===== src/rtl/reglist_pkg.sv =====
package reglist_pkg;
  localparam int REG_IDX_W = 4;
  localparam int LINK_IDX  = 14;
  localparam int PC_IDX    = 15;

  typedef enum logic [1:0] {
    MODE_PUSH = 2'd0,
    MODE_POP  = 2'd1,
    MODE_STM  = 2'd2,
    MODE_LDM  = 2'd3
  } xferMode_e;

  typedef struct packed {
    logic load;    // latch operands this cycle
    logic step;    // current access accepted, advance
    logic active;  // access in progress
    logic finish;  // completion cycle
  } seqCtl_t;
endpackage


===== src/rtl/reglist_ctl.sv =====
module reglist_ctl
  import reglist_pkg::*;
(
  input  logic    clk,
  input  logic    rstN,
  input  logic    start,
  input  logic    startEmpty,
  input  logic    lastSlot,
  input  logic    memAck,
  output seqCtl_t ctl
);
  typedef enum logic [1:0] {S_IDLE, S_BUSY, S_DONE} state_e;
  state_e state, nextState;

  always_comb begin
    ctl       = '0;
    nextState = state;
    case (state)
      S_IDLE: if (start) begin
        ctl.load  = 1'b1;
        nextState = startEmpty ? S_DONE : S_BUSY;
      end
      S_BUSY: begin
        ctl.active = 1'b1;
        if (memAck) begin
          ctl.step = 1'b1;
          if (lastSlot) nextState = S_DONE;
        end
      end
      S_DONE: begin
        ctl.finish = 1'b1;
        nextState  = S_IDLE;
      end
      default: nextState = S_IDLE;
    endcase
  end

  always_ff @(posedge clk) begin
    if (!rstN) state <= S_IDLE;
    else       state <= nextState;
  end
endmodule


===== src/rtl/reglist_dp.sv =====
module reglist_dp
  import reglist_pkg::*;
#(
  parameter int DATA_W = 32,
  parameter int LIST_W = 8,
  localparam int BASE_W = $clog2(LIST_W)
) (
  input  logic                 clk,
  input  logic                 rstN,
  input  seqCtl_t              ctl,
  input  logic [1:0]           mode,
  input  logic [LIST_W-1:0]    regList,
  input  logic                 extraReg,
  input  logic [BASE_W-1:0]    baseReg,
  input  logic [DATA_W-1:0]    baseVal,
  input  logic [DATA_W-1:0]    memRdata,
  input  logic [DATA_W-1:0]    rfRdData,
  output logic                 startEmpty,
  output logic                 lastSlot,
  output logic [DATA_W-1:0]    memAddr,
  output logic                 memWe,
  output logic [DATA_W-1:0]    memWdata,
  output logic [REG_IDX_W-1:0] curIdx,
  output logic                 rfWe,
  output logic [DATA_W-1:0]    rfWrData,
  output logic                 baseWe,
  output logic [DATA_W-1:0]    baseOut
);
  localparam logic [DATA_W-1:0] STEP = DATA_W'(DATA_W / 8);

  logic [LIST_W:0]     pending;   // top bit: extra register
  logic [LIST_W:0]     selMask;
  logic [DATA_W-1:0]   addr;
  xferMode_e           modeR;
  logic                emptyR;
  logic                baseHitR;
  logic                extraOk;
  logic                isPushR;

  assign extraOk    = extraReg && (xferMode_e'(mode) == MODE_PUSH || xferMode_e'(mode) == MODE_POP);
  assign startEmpty = (regList == '0) && !extraOk;
  assign isPushR    = (modeR == MODE_PUSH);

  always_ff @(posedge clk) begin
    if (!rstN) begin
      pending  <= '0;
      addr     <= '0;
      modeR    <= MODE_PUSH;
      emptyR   <= 1'b0;
      baseHitR <= 1'b0;
    end else if (ctl.load) begin
      pending  <= {extraOk, regList};
      addr     <= (xferMode_e'(mode) == MODE_PUSH) ? baseVal - STEP : baseVal;
      modeR    <= xferMode_e'(mode);
      emptyR   <= startEmpty;
      baseHitR <= regList[baseReg];
    end else if (ctl.step) begin
      pending  <= pending & ~selMask;
      addr     <= isPushR ? addr - STEP : addr + STEP;
    end
  end

  // Pick the register for the current access.
  always_comb begin
    selMask = '0;
    curIdx  = '0;
    if (isPushR) begin
      if (pending[LIST_W]) begin
        selMask[LIST_W] = 1'b1;
        curIdx          = REG_IDX_W'(LINK_IDX);
      end else begin
        for (int i = 0; i < LIST_W; i++) begin
          if (pending[i]) begin  // last hit wins: highest index
            selMask = (LIST_W + 1)'(1) << i;
            curIdx  = REG_IDX_W'(i);
          end
        end
      end
    end else begin
      if (pending[LIST_W-1:0] == '0 && pending[LIST_W]) begin
        selMask[LIST_W] = 1'b1;
        curIdx          = REG_IDX_W'(PC_IDX);
      end else begin
        for (int i = LIST_W - 1; i >= 0; i--) begin
          if (pending[i]) begin  // last hit wins: lowest index
            selMask = (LIST_W + 1)'(1) << i;
            curIdx  = REG_IDX_W'(i);
          end
        end
      end
    end
  end

  assign lastSlot = ((pending & (pending - 1'b1)) == '0);
  assign memAddr  = addr;
  assign memWe    = isPushR || (modeR == MODE_STM);
  assign memWdata = rfRdData;
  assign rfWe     = ctl.step && !memWe;
  assign rfWrData = (curIdx == REG_IDX_W'(PC_IDX)) ? {memRdata[DATA_W-1:1], 1'b0} : memRdata;
  assign baseOut  = isPushR ? addr + STEP : addr;
  assign baseWe   = ctl.finish && !emptyR && !((modeR == MODE_LDM) && baseHitR);
endmodule


===== src/rtl/reglist_xfer.sv =====
module reglist_xfer
  import reglist_pkg::*;
#(
  parameter int DATA_W = 32,
  parameter int LIST_W = 8,
  localparam int BASE_W = $clog2(LIST_W)
) (
  input  logic                 clk,
  input  logic                 rstN,
  input  logic                 start,
  input  logic [1:0]           mode,
  input  logic [LIST_W-1:0]    regList,
  input  logic                 extraReg,
  input  logic [BASE_W-1:0]    baseReg,
  input  logic [DATA_W-1:0]    baseVal,
  output logic                 memReq,
  output logic                 memWe,
  output logic [DATA_W-1:0]    memAddr,
  output logic [DATA_W-1:0]    memWdata,
  input  logic                 memAck,
  input  logic [DATA_W-1:0]    memRdata,
  output logic [REG_IDX_W-1:0] rfRdIdx,
  input  logic [DATA_W-1:0]    rfRdData,
  output logic                 rfWe,
  output logic [REG_IDX_W-1:0] rfWrIdx,
  output logic [DATA_W-1:0]    rfWrData,
  output logic                 done,
  output logic                 baseWe,
  output logic [DATA_W-1:0]    baseOut
);
  seqCtl_t              ctl;
  logic                 startEmpty;
  logic                 lastSlot;
  logic [REG_IDX_W-1:0] curIdx;

  reglist_ctl u_ctl (
    .clk       (clk),
    .rstN      (rstN),
    .start     (start),
    .startEmpty(startEmpty),
    .lastSlot  (lastSlot),
    .memAck    (memAck),
    .ctl       (ctl)
  );

  reglist_dp #(.DATA_W(DATA_W), .LIST_W(LIST_W)) u_dp (
    .clk       (clk),
    .rstN      (rstN),
    .ctl       (ctl),
    .mode      (mode),
    .regList   (regList),
    .extraReg  (extraReg),
    .baseReg   (baseReg),
    .baseVal   (baseVal),
    .memRdata  (memRdata),
    .rfRdData  (rfRdData),
    .startEmpty(startEmpty),
    .lastSlot  (lastSlot),
    .memAddr   (memAddr),
    .memWe     (memWe),
    .memWdata  (memWdata),
    .curIdx    (curIdx),
    .rfWe      (rfWe),
    .rfWrData  (rfWrData),
    .baseWe    (baseWe),
    .baseOut   (baseOut)
  );

  assign memReq  = ctl.active;
  assign done    = ctl.finish;
  assign rfRdIdx = curIdx;
  assign rfWrIdx = curIdx;
endmodule


===== config.mk =====
export PLATFORM = sky130hd
export DESIGN_NAME = reglist_xfer
export DESIGN_NICKNAME = d
export VERILOG_FILES = /design/src/rtl/reglist_pkg.sv /design/src/rtl/reglist_ctl.sv /design/src/rtl/reglist_dp.sv /design/src/rtl/reglist_xfer.sv
export SDC_FILE = /design/constraint.sdc
export NUM_CORES = 1
export LEC_CHECK = 0
export BUFFER_PORTS_ARGS = -buffer_cell sky130_fd_sc_hd__buf_2
export CAP_MARGIN = 5
export CORE_MARGIN = 1.5
export CORE_UTILIZATION = 51
export CTS_CLUSTER_SIZE = 8
export DETAILED_ROUTE_END_ITERATION = 8
export PLACE_DENSITY_LB_ADDON = 0.2
export SETUP_SLACK_MARGIN = 0.2
export SLEW_MARGIN = 30
export SYNTH_ARGS = -nofsm -noshare
export SYNTH_HDL_FRONTEND = slang
export SYNTH_SLANG_ARGS = --single-unit
export TNS_END_PERCENT = 1

===== constraint.sdc =====
create_clock -name clk -period 4.9 [get_ports clk]
set_clock_uncertainty 0.1 [all_clocks]
set_input_delay 0.735 -clock clk [delete_from_list [all_inputs] [get_ports clk]]
set_output_delay 0.735 -clock clk [all_outputs]
set_load 0.02 [all_outputs]

==> summary.log <==
INFO  routing        initialDrtViolationCount=442
INFO  sta            timing.fmax=257MHz
INFO  floorplan      dieWidth=104um
INFO  global_routing pin_count_of_the_biggest_net_entering_global_routing=54
INFO  setup_path     cp_top_family=simple AND/OR/NAND/NOR gates
INFO  yosys          netlist.top_cell.by_area=dfxtp_1
INFO  place          io_buffers=128
INFO  yosys          synth_top_cells_by_count=buf_4 (72), nand2_1 (64), nor2_1 (55)
INFO  final_layout   syn2layout_area_growth=2.19%
INFO  routing        drc=0
INFO  power_and_ir_drop p_leak=0.00205uW
INFO  routing        met3RoutedLength=1.28mm
INFO  floorplan      std_cell_rows=36
INFO  sta            timing_max_transition_violations_final=0
INFO  floorplan      fp.coreArea=0.00982mm^2
INFO  floorplan      dieHeight=104um
INFO  sta            fin_crit_sh=0.793
INFO  status         run_status=complete, no violations
INFO  yosys          syn_nets=829
INFO  floorplan      top_level_ports=255
INFO  sta            grt_setup_unrepaired=no
INFO  global_routing vias_in_the_first_global_route=4,882
INFO  clock_tree     clock-root-buffer=clkbuf_8
INFO  sta            timing_worst_slew_pin_value=972ps
INFO  global_routing grtUsageTotal=0.280
INFO  global_routing grt_remaining_overflow=0
INFO  setup_path     crit_fanout=11
INFO  setup_path     reg2reg_to=u_dp.memAddr[29]$_SDFFE_PN0P_
INFO  min_path       worstHoldPathCells=2
INFO  yosys          ys_seq_elements=47
INFO  clock_tree     number_of_buffers_inserted_by_post_cts_setup_repair=0
INFO  sta            setup_tns=0ps
INFO  final_layout   final_net_count=843
INFO  setup_path     timing.critical_path.buf_inv=1
INFO  power_and_ir_drop vdd_ir_drop_max=0.116mV
INFO  yosys          post_synth_instance_area=0.00519mm^2
INFO  yosys          synth.distinct_cells=79
INFO  final_layout   num_antenna_cells=0
INFO  clock_tree     ctsLongestPathBuffers=2
INFO  setup_path     element_type_at_the_critical_path_end=output port
INFO  place          globalplace.congestion=0.925
INFO  routing        post_drt_antenna_nets=0
INFO  setup_path     crit_chain=nand3_1 -> or4_4 -> nor4_2 -> nand2_1 -> nor2_1 -> xor2_1 -> buf_2
INFO  global_routing wire_length_of_the_first_global_routing_pass=25.0mm
INFO  place          place_hpwl=11.7mm
INFO  setup_path     timing.rr.start=u_dp.modeR[1]$_SDFFE_PN0P_
INFO  clock_tree     cts.htree.levels=2
INFO  min_path       startpoint_of_the_tightest_hold_check_path=u_dp.memAddr[0]$_SDFFE_PN0P_
INFO  yosys          synth_sequential_area_ratio=0.181
INFO  min_path       min-delay-path-class=reg2reg
INFO  sta            timing_hold_violations_final=0
INFO  clock_tree     clk_pin_slew=90ps
INFO  clock_tree     clock-sinks=47
INFO  sta            timing.slew.headroom=0.346
INFO  sta            final_period_minus_worst_setup_slack=3880ps
INFO  min_path       timing.hold.worst_endpoint=u_dp.memAddr[0]$_SDFFE_PN0P_
INFO  global_routing antenna_found_initial=0
INFO  power_and_ir_drop powerDensity=244mW/mm^2
INFO  floorplan      initial_core_util=0.528
INFO  clock_tree     cts_hold_buf=0
INFO  setup_path     worstPathRequired=4070ps
INFO  sta            setup_viol=0
INFO  clock_tree     ctsResizeCount=0
INFO  setup_path     timing_worst_setup_path_type=reg2out
INFO  setup_path     startpoint_type=flop
INFO  clock_tree     clk_latency=310ps
INFO  yosys          ys_top_cells_by_area=dfxtp_1 (18%), buf_4 (10%), xnor2_1 (7.4%)
INFO  power_and_ir_drop p_total=1290uW
INFO  setup_path     ff2ff_path_depth=7
INFO  routing        route.met2.wl=7.27mm
INFO  final_layout   drive_above_1_share=0.239
INFO  routing        vias_per_cell=6.19
INFO  yosys          netlist_instances=710
INFO  clock_tree     tritoncts_clock_tree=built
INFO  sta            worst_hold_slack=373ps
INFO  yosys          synthArstFlopShare=0
INFO  routing        num_vias=5,308
INFO  yosys          netlist.area_leader.share=0.181
INFO  yosys          synth-main-ff-cell=dfxtp_1
INFO  yosys          synth-edff-count=0
INFO  yosys          post-synth-top-count-cell=buf_4
INFO  routing        top_layer=met4
INFO  routing        routed_wirelength=15.7mm
INFO  routing        wl_met1=6.68mm
INFO  setup_path     critical-path-slowest-cell=dfxtp_1
INFO  yosys          post_synth.cell_area_avg=7.31um^2
INFO  yosys          yosys_warnings=0
INFO  setup_path     worst-endpoint-arrival=3050ps
INFO  setup_path     r2r_slack=1760ps
INFO  routing        length_of_the_first_detailed_routing_pass_in_iterations=7
INFO  routing        wire_per_inst=18.4um
INFO  job            drv_cap=0
INFO  setup_path     cp_peak_stage_delay=590ps
INFO  floorplan      design.die.area=0.0108mm^2
INFO  clock_tree     number_of_cts_inserted_buffers=5
per-stage QoR:
stage               utilization  area, um^2  setup WS [ps]  instances
floorplan                     -        5190           1640        710
global placement          0.531        5220           1490        850
detailed placement        0.531        5220           1410        850
CTS                       0.540        5300           1060        857
global route              0.540        5300            793        857
finish                    0.540        5300           1020        857
state kept, by name (all words and copies together), names as in the netlist:
signal,count
u_ctl.state,2
u_dp.emptyR,1
u_dp.pending,9
u_dp.baseHitR,1
u_dp.modeR,2
u_dp.memAddr,32
worst reg2reg max path: stages (launching register included):
cell and delay (ps):
dfxtp_1 440, or2_1 560, inv_2 410, nor4_4 640
nand3_1 290, a2bb2oi_2 210, xor2_1 160, a221oi_2 260
area by class of cell:
type	instances	area, um^2
flip-flops and latches	47	941
well taps	133	166
clock buffers	5	68.8
multi-input cells	524	3390
fillers	1005	4520
inverters	14	52.6
clock inverters	2	13.8
repair buffers	132	671
cell families (layout without fill, tap and decap cells):
group                      count (synthesis)  after routing  share of synthesized area
xor gates and xnor gates                  72             72                      0.122
DFF                                       47             47                      0.181
adders and majority gates                  6              6                     0.0140
buffers and inverters                    139            153                      0.166
AOI/OAI and AO/OA                        142            142                      0.174
and+or+nand+nor                          299            299                      0.328
muxes                                      5              5                     0.0145
how the worst max path moves through the flow:
stage,startpoint,to,slack (ps),depth (start not counted)
5_1_grt,u_dp.memAddr[4]$_SDFFE_PN0P_,baseOut[29],790,7
6_report,u_dp.memAddr[4]$_SDFFE_PN0P_,baseOut[29],1020,7
3_5_place_dp,u_dp.memAddr[4]$_SDFFE_PN0P_,baseOut[29],1410,7
2_1_floorplan,u_dp.memAddr[4]$_SDFFE_PN0P_,baseOut[31],1640,7
4_1_cts,u_dp.memAddr[4]$_SDFFE_PN0P_,baseOut[29],1060,7
3_3_place_gp,u_dp.modeR[1]$_SDFFE_PN0P_,baseOut[31],1490,7
power by group:
part	leakage (uW)	internal [uW]	switching [uW]
registers	0.000388	417	84.7
clock network	0.0000440	98.2	147
logic	0.00162	199	347
cell usage in the layout, fill, tap and decap left out, types with 5 or more instances in the layout:
| cell type | netlist | final |
|---|---|---|
| buf_2 | 11 | 128 |
| nand2_1 | 64 | 64 |
| nor2_1 | 55 | 54 |
| a21oi_1 | 51 | 51 |
| dfxtp_1 | 47 | 47 |
| xnor2_1 | 44 | 44 |
| o21ai_0 | 30 | 30 |
| nor4_1 | 30 | 30 |
| nor3_1 | 28 | 28 |
| nand3_1 | 28 | 28 |
| xor2_1 | 28 | 28 |
| nand4_1 | 14 | 14 |
| inv_1 | 13 | 12 |
| or4_1 | 10 | 10 |
| or3_1 | 9 | 9 |
| o211ai_1 | 8 | 8 |
| a31oi_1 | 7 | 7 |
| a211oi_1 | 7 | 7 |
| nand2b_1 | 6 | 6 |
| a22oi_1 | 5 | 5 |
| nor4b_1 | 5 | 5 |
| ha_1 | 5 | 5 |
| clkbuf_8 | 3 | 5 |
per-layer routing:
metal  track usage  up-vias
met1         0.372     2448
met4         0.118        0
met2         0.451      281
met5             0        -
li1              -     2522
met3        0.0445       57
(Power assumes the default switching activity.)
